`config.mk`:
```
export PLATFORM = sky130hd
export DESIGN_NAME = reg_alias_map
export DESIGN_NICKNAME = d
export VERILOG_FILES = /design/src/rtl/reg_alias_map.sv
export SDC_FILE = /design/constraint.sdc
export NUM_CORES = 2
export LEC_CHECK = 0
export BUFFER_PORTS_ARGS = -buffer_cell sky130_fd_sc_hd__buf_2
export CAP_MARGIN = 5
export CORE_MARGIN = 3
export CORE_UTILIZATION = 45
export DETAILED_ROUTE_END_ITERATION = 7
export GPL_ROUTABILITY_DRIVEN = 0
export GPL_TIMING_DRIVEN = 0
export PLACE_DENSITY = 0.63
export SLEW_MARGIN = 20
export SYNTH_ARGS = -nofsm -noshare
export SYNTH_HDL_FRONTEND = slang
export SYNTH_SLANG_ARGS = --single-unit
```
`constraint.sdc`:
```
create_clock -name clk -period 10.4 [get_ports clk]
set_clock_uncertainty 0.2 [all_clocks]
set_input_delay 3.12 -clock clk [delete_from_list [all_inputs] [get_ports clk]]
set_output_delay 3.12 -clock clk [all_outputs]
set_load 0.005 [all_outputs]
```
`src/rtl/reg_alias_map.sv`:
```
module reg_alias_map #(
  parameter int NREG   = 32,
  parameter int TAG_W  = 4,
  parameter int DATA_W = 32,
  localparam int AW    = $clog2(NREG)
) (
  input  logic              clk,
  input  logic              rst_n,
  input  logic [AW-1:0]     src_a,
  input  logic [AW-1:0]     src_b,
  input  logic              rn_en,
  input  logic [AW-1:0]     rn_reg,
  input  logic [TAG_W-1:0]  rn_tag,
  input  logic              wb_en,
  input  logic [TAG_W-1:0]  wb_tag,
  input  logic [AW-1:0]     wb_dst,
  input  logic [DATA_W-1:0] wb_val,
  output logic              src_a_rdy,
  output logic [TAG_W-1:0]  src_a_tag,
  output logic [DATA_W-1:0] src_a_val,
  output logic              src_b_rdy,
  output logic [TAG_W-1:0]  src_b_tag,
  output logic [DATA_W-1:0] src_b_val
);

  logic [TAG_W-1:0]  map [NREG];
  logic [DATA_W-1:0] rf  [NREG];

  logic              bc_live;
  logic              wb_match;
  logic [TAG_W-1:0]  ent_a, ent_b;
  logic              hit_a, hit_b;

  assign bc_live  = wb_en && (wb_tag != '0);
  assign wb_match = bc_live && (map[wb_dst] == wb_tag);

  assign ent_a = map[src_a];
  assign ent_b = map[src_b];
  assign hit_a = bc_live && (ent_a == wb_tag);
  assign hit_b = bc_live && (ent_b == wb_tag);

  assign src_a_rdy = (ent_a == '0) || hit_a;
  assign src_a_tag = src_a_rdy ? '0 : ent_a;
  assign src_a_val = (ent_a == '0) ? rf[src_a] : (hit_a ? wb_val : '0);

  assign src_b_rdy = (ent_b == '0) || hit_b;
  assign src_b_tag = src_b_rdy ? '0 : ent_b;
  assign src_b_val = (ent_b == '0) ? rf[src_b] : (hit_b ? wb_val : '0);

  always_ff @(posedge clk) begin
    if (!rst_n) begin
      for (int i = 0; i < NREG; i++) begin
        map[i] <= '0;
        rf[i]  <= '0;
      end
    end else begin
      if (wb_match) begin
        rf[wb_dst]  <= wb_val;
        map[wb_dst] <= '0;
      end
      if (rn_en)
        map[rn_reg] <= rn_tag;
    end
  end

  a_r4_rename_lands: assert property (@(posedge clk) disable iff (!rst_n)
    rn_en |=> map[$past(rn_reg)] == $past(rn_tag));

  a_r5_match_clears: assert property (@(posedge clk) disable iff (!rst_n)
    (wb_en && wb_tag != '0 && map[wb_dst] == wb_tag && !(rn_en && rn_reg == wb_dst))
      |=> (map[$past(wb_dst)] == '0) && (rf[$past(wb_dst)] == $past(wb_val)));

  a_r6_stale_ignored: assert property (@(posedge clk) disable iff (!rst_n)
    (wb_en && map[wb_dst] != wb_tag && !(rn_en && rn_reg == wb_dst))
      |=> (map[$past(wb_dst)] == $past(map[wb_dst])) && (rf[$past(wb_dst)] == $past(rf[wb_dst])));

  a_r9_rename_tag_nonzero: assert property (@(posedge clk) disable iff (!rst_n)
    rn_en |-> rn_tag != '0);

  a_r3_pending_has_tag: assert property (@(posedge clk) disable iff (!rst_n)
    !src_a_rdy |-> (src_a_tag != '0) && (src_a_val == '0));

endmodule

```
Yosys cells after proc, flatten, opt, wreduce, memory -nomap -nowiden
Memories as Yosys holds them, arrays and structs flattened.
Cells that the tools add are included.

storage, ports and cells
  bits in registers = 0
  RAM bits = 1152
  input bits = 64
  output and inout bits = 74
  memories = 2

operators by class
  equal/unequal tests = 3
  muxes and demuxes = 22
  reduce and logical (&&, ||, !) cells = 12

memories
  memory  depth  width  read ports  clocked after memory_dff  write ports  RTL line  RTL
  rf      32     32     2           0                         32           27        logic [DATA_W-1:0] rf [NREG];
  map     32     4      3           0                         32           26        logic [TAG_W-1:0] map [NREG];

operator list
  cell                 count
  32-bit 2-to-1 mux    5
  32-bit OR reduction  1
  4-bit 2-to-1 mux     4
  5-bit 2-to-1 mux     3
  4-bit == test        3
  1-bit 2-to-1 mux     10
  4-bit zero test      2
  4-bit OR reduction   2
  1-bit logical AND    4
  4-bit nonzero test   1
  1-bit logical OR     2

Depth between registers and ports, before layout
  depth after elaboration = 8
  gate-level depth with buffers = 11
  mapped depth without buffers = 7

Worst setup path after synthesis
Ideal clock, no wire load.

  path type = input to output
  from = input port src_a[0]
  to = output port src_a_val[23]
  arrival time = 5.570 ns
  required time = 7.080 ns
  path slack = 1.510 ns
  stages on the path = 7
  buffers on the path = 3
  cells stage by stage = buf_2 buf_1 buf_1 mux4_2 mux4_2 mux2i_1 o2bb2ai_1

between the ends
  cells in the longest elaborated chain, start to end = 5
  elaborated cells on any way between the ends = 7
  those cells by class = 1 x eq/ne; 2 x mux; 2 x reduce/logical; 2 x memory

ends and longest elaborated chain
  item                 RTL line  RTL
  start, declared      9         input logic [AW-1:0] src_a,
  memory 32 x 4 bit    -
  4-bit == test        39        assign hit_a = bc_live && (ent_a == wb_tag);
  1-bit logical AND    39
  32-bit 2-to-1 mux    44        assign src_a_val = (ent_a == '0) ? rf[src_a] : (hit_a ? wb_val : '0);
  32-bit 2-to-1 mux *  44
  end, declared        20        output logic [DATA_W-1:0] src_a_val,

Mark *: on every way between the ends. The rest lies on a longest branch, timed or not.

Worst setup path in the final report
  from = input port src_a[1]
  to = output port src_a_val[31]

Same word-level chain as after synthesis.

==> flow_metrics.tcl <==
set metrics [dict create \
    outcome "finished with violations" \
    failed_checks "setup timing" \
    worstPathMaxFanout 10 \
    fin_ws_ns -0.08894 \
    grt_setup_unrepaired "no" \
    htreeDepth 4 \
    reg2reg_slack_ns 5.38 \
    seq_area_um2 34590 \
    syn_to_final_growth_pct 13.06 \
    postCtsHoldBufs 0 \
    cp_data_arrival_time_ns 7.17 \
    setup_viol 11 \
    pre_cts_slack_ns -0.4108 \
    insertion_delay_ns 0.79 \
    total_power_mw 11.23 \
    viasPerCell 6.597 \
    holdWs_ns 1.772 \
    clk_root_buffer_cell "clkbuf_16" \
    p_per_area_nw_per_um2 155.5 \
    grt_pass1_wl_um 318600 \
    drive_gt1_share_pct 29.65 \
    period_minus_slack_ns 10.49 \
    slowest_delay_ns 0.94 \
    cts_tree "yes" \
    p_comb_share_pct 11.4 \
    die_area_um2 146500 \
    max_freq_ghz 0.09534 \
    cpMaxStageDelayCell "clkbuf_1" \
    setup.worst_path.end_class "primary output" \
    wl_per_cell_um 37.25 \
    synth_cells 3922 \
    swShare_pct 25.32 \
    grtUsageTotal_pct 31.63 \
    port_buffers 131 \
    vias 41039 \
    intPower_mw 8.385 \
    p_clk_share_pct 41.3 \
    power_frac_seq_pct 47.3 \
    dp.cells 5963 \
    ios 138 \
    drc 0 \
    grt_start_max_net_pins 33 \
    path_clk_slew_ns 0.06 \
    yosys.cell_types.count 40 \
    yosys_warnings 0 \
    ys_seq_area_share_pct 54.17 \
    rows 137 \
    wirelength_um 231700 \
    cp_cell_sequence "buf_6 > buf_6 > buf_2 > clkbuf_2 > clkbuf_1 > mux4_2 > mux4_2 > mux2i_1 > o2bb2ai_1 > buf_2" \
    cts.sinks 1152 \
    slew_viol_final 0 \
    finalHoldViolCount 0 \
    tightest_slew_ns 1.314 \
    relSlewSlack_pct 12.40 \
    cp-start-kind "primary input" \
    syn-cell-area_um2 63860 \
    dp_hpwl_um 162400 \
    cp.required_ns 7.08 \
    fin_crit_sh_pct 100.9 \
    layout.nets 4289 \
    max-vdd-ir-drop_v 0.0001570 \
    hp-class "reg2reg" \
    yosys-top-cells-area "edfxtp_1 54%, mux4_2 24%, and2_1 11%" \
    synth_top_area_cell "edfxtp_1" \
    die_w_um 382.7 \
    antenna_left 0 \
    max_cap_violations 0 \
    drt-initial-drc-count 6441 \
    antenna_found_initial 16 \
    multi_input_area_um2 27790 \
    layout_common_cells "1155 x and2_1, 1152 x edfxtp_1, 690 x mux4_2" \
    die_h_um 382.7 \
    final_cells 6221 \
    final_common_cell "and2_1" \
    synth-seq-cells 1152 \
    clock_path_buffers 3 \
    synth_top_area_share_pct 54.17 \
    leakagePower_nw 26.09 \
    syn-mean-instance-area_um2 16.28 \
    placed_area_um2 67810 \
    syn_nets 3986 \
    p_sw_mw 2.842 \
    drtPass1Iterations 6 \
    worstSetupPathType "in2out" \
    cts_made_buffers 131 \
    coreArea_um2 140200 \
    start_util_pct 45.54 \
    grt_pass1_vias 41202 \
    fin_area_um2 72200 \
    gr-total-overflow 0 \
    n_fill_cell 11673 \
]
==> flip-flops by register name, summed over array words and instances, names as in the netlist <==
signal  count
map       128
rf       1024
==> cells in the mapped netlist <==
library cell	instances
a211oi_1	4
buf_1	55
and3_1	1
xor2_1	2
buf_4	8
and2_1	1155
xnor2_1	8
buf_12	2
o41ai_1	1
nor3_2	8
mux4_2	690
or3b_2	36
mux2i_4	2
mux2i_1	130
nand2_1	16
mux2i_2	2
nand4_1	5
buf_2	16
nor2b_1	8
nand2b_1	38
or3_1	3
a22oi_1	48
clkbuf_1	318
nor4_4	24
edfxtp_1	1152
a21oi_1	12
inv_1	1
clkbuf_2	4
a31o_2	2
nand3_1	6
nor2_1	46
nor4_1	4
nand3b_1	6
nor3_1	1
nor3b_1	3
nor4_2	2
o2bb2ai_1	64
and3b_1	3
buf_6	14
mux4_1	22
==> worst paths after layout <==
kind,start,to,cells past startpoint
worst max register to register,map[30][3],rf[12][14],9
worst max-delay path,src_a[1],src_a_val[31],10
worst min-delay path,map[12][2],rf[30][31],8
worst min register to register,map[12][2],rf[30][31],8
==> worst max-delay path: cells and delay by family <==
family	cells	cell delay, ns
AO/OA/AOI/OAI	1	0.70
buffers and inverters	6	2.53
multiplexers	3	0.75
==> routing by layer <==
metal | global-route usage, % | vias to the layer above | share of wire, % | routed length, um
li1 | - | 16062 | - | -
met1 | 42.16 | 21415 | 37 | 86390
met4 | 16.53 | 16 | 6.2 | 14250
met5 | 0.2976 | - | 0.048 | 112
met3 | 8.688 | 668 | 12 | 26890
met2 | 47.64 | 2878 | 45 | 104100
==> logic make-up (layout without fill, tap and decap cells) <==
family          after synthesis  after routing  share of synthesized area, %
compound gates              131            131                         1.624
other cells                   0             15                             0
mux                         846            846                         27.39
buf+inv                     418            826                         2.759
xor+xnor                     10             10                        0.1372
flops                      1152           1152                         54.17
simple gates               1365           1365                         13.92
==> what timing repair did <==
item,CTS,global route
buffers inserted,0,2
endpoints found under the hold margin,0,0
setup endpoints to repair,51,46
pin swaps,0,2
resized for setup,14,32
==> through the flow <==
stage / utilization [%] / TNS [ns]
after floorplan: - / 0
after global placement: 47.68 / -27.21
after detailed placement: 48.36 / -11.36
after CTS: 51.38 / 0
after global routing: 51.47 / 0
final: 51.49 / -0.3038
==> layout make-up <==
cell class | count | area share [%]
sequential | 1152 | 47.91
multi-input combinational | 2352 | 38.50
clock buffer | 161 | 4.903
tap | 1876 | 3.251
buffer | 417 | 2.645
timing repair buffer | 170 | 1.830
clock inverter | 77 | 0.9046
antenna | 15 | 0.05199
inverter | 1 | 0.005199
==> power groups by stage <==
stage	Sequential [mW]	Clock, mW	Combinational (mW)
floorplan	5.37	0	0.762
global placement	5.41	0	1.21
detailed placement	5.41	0	1.25
CTS	5.31	4.64	1.26
global route	5.32	4.82	1.31
finish	5.31	4.64	1.28
Power figures use the tool's default switching activity.
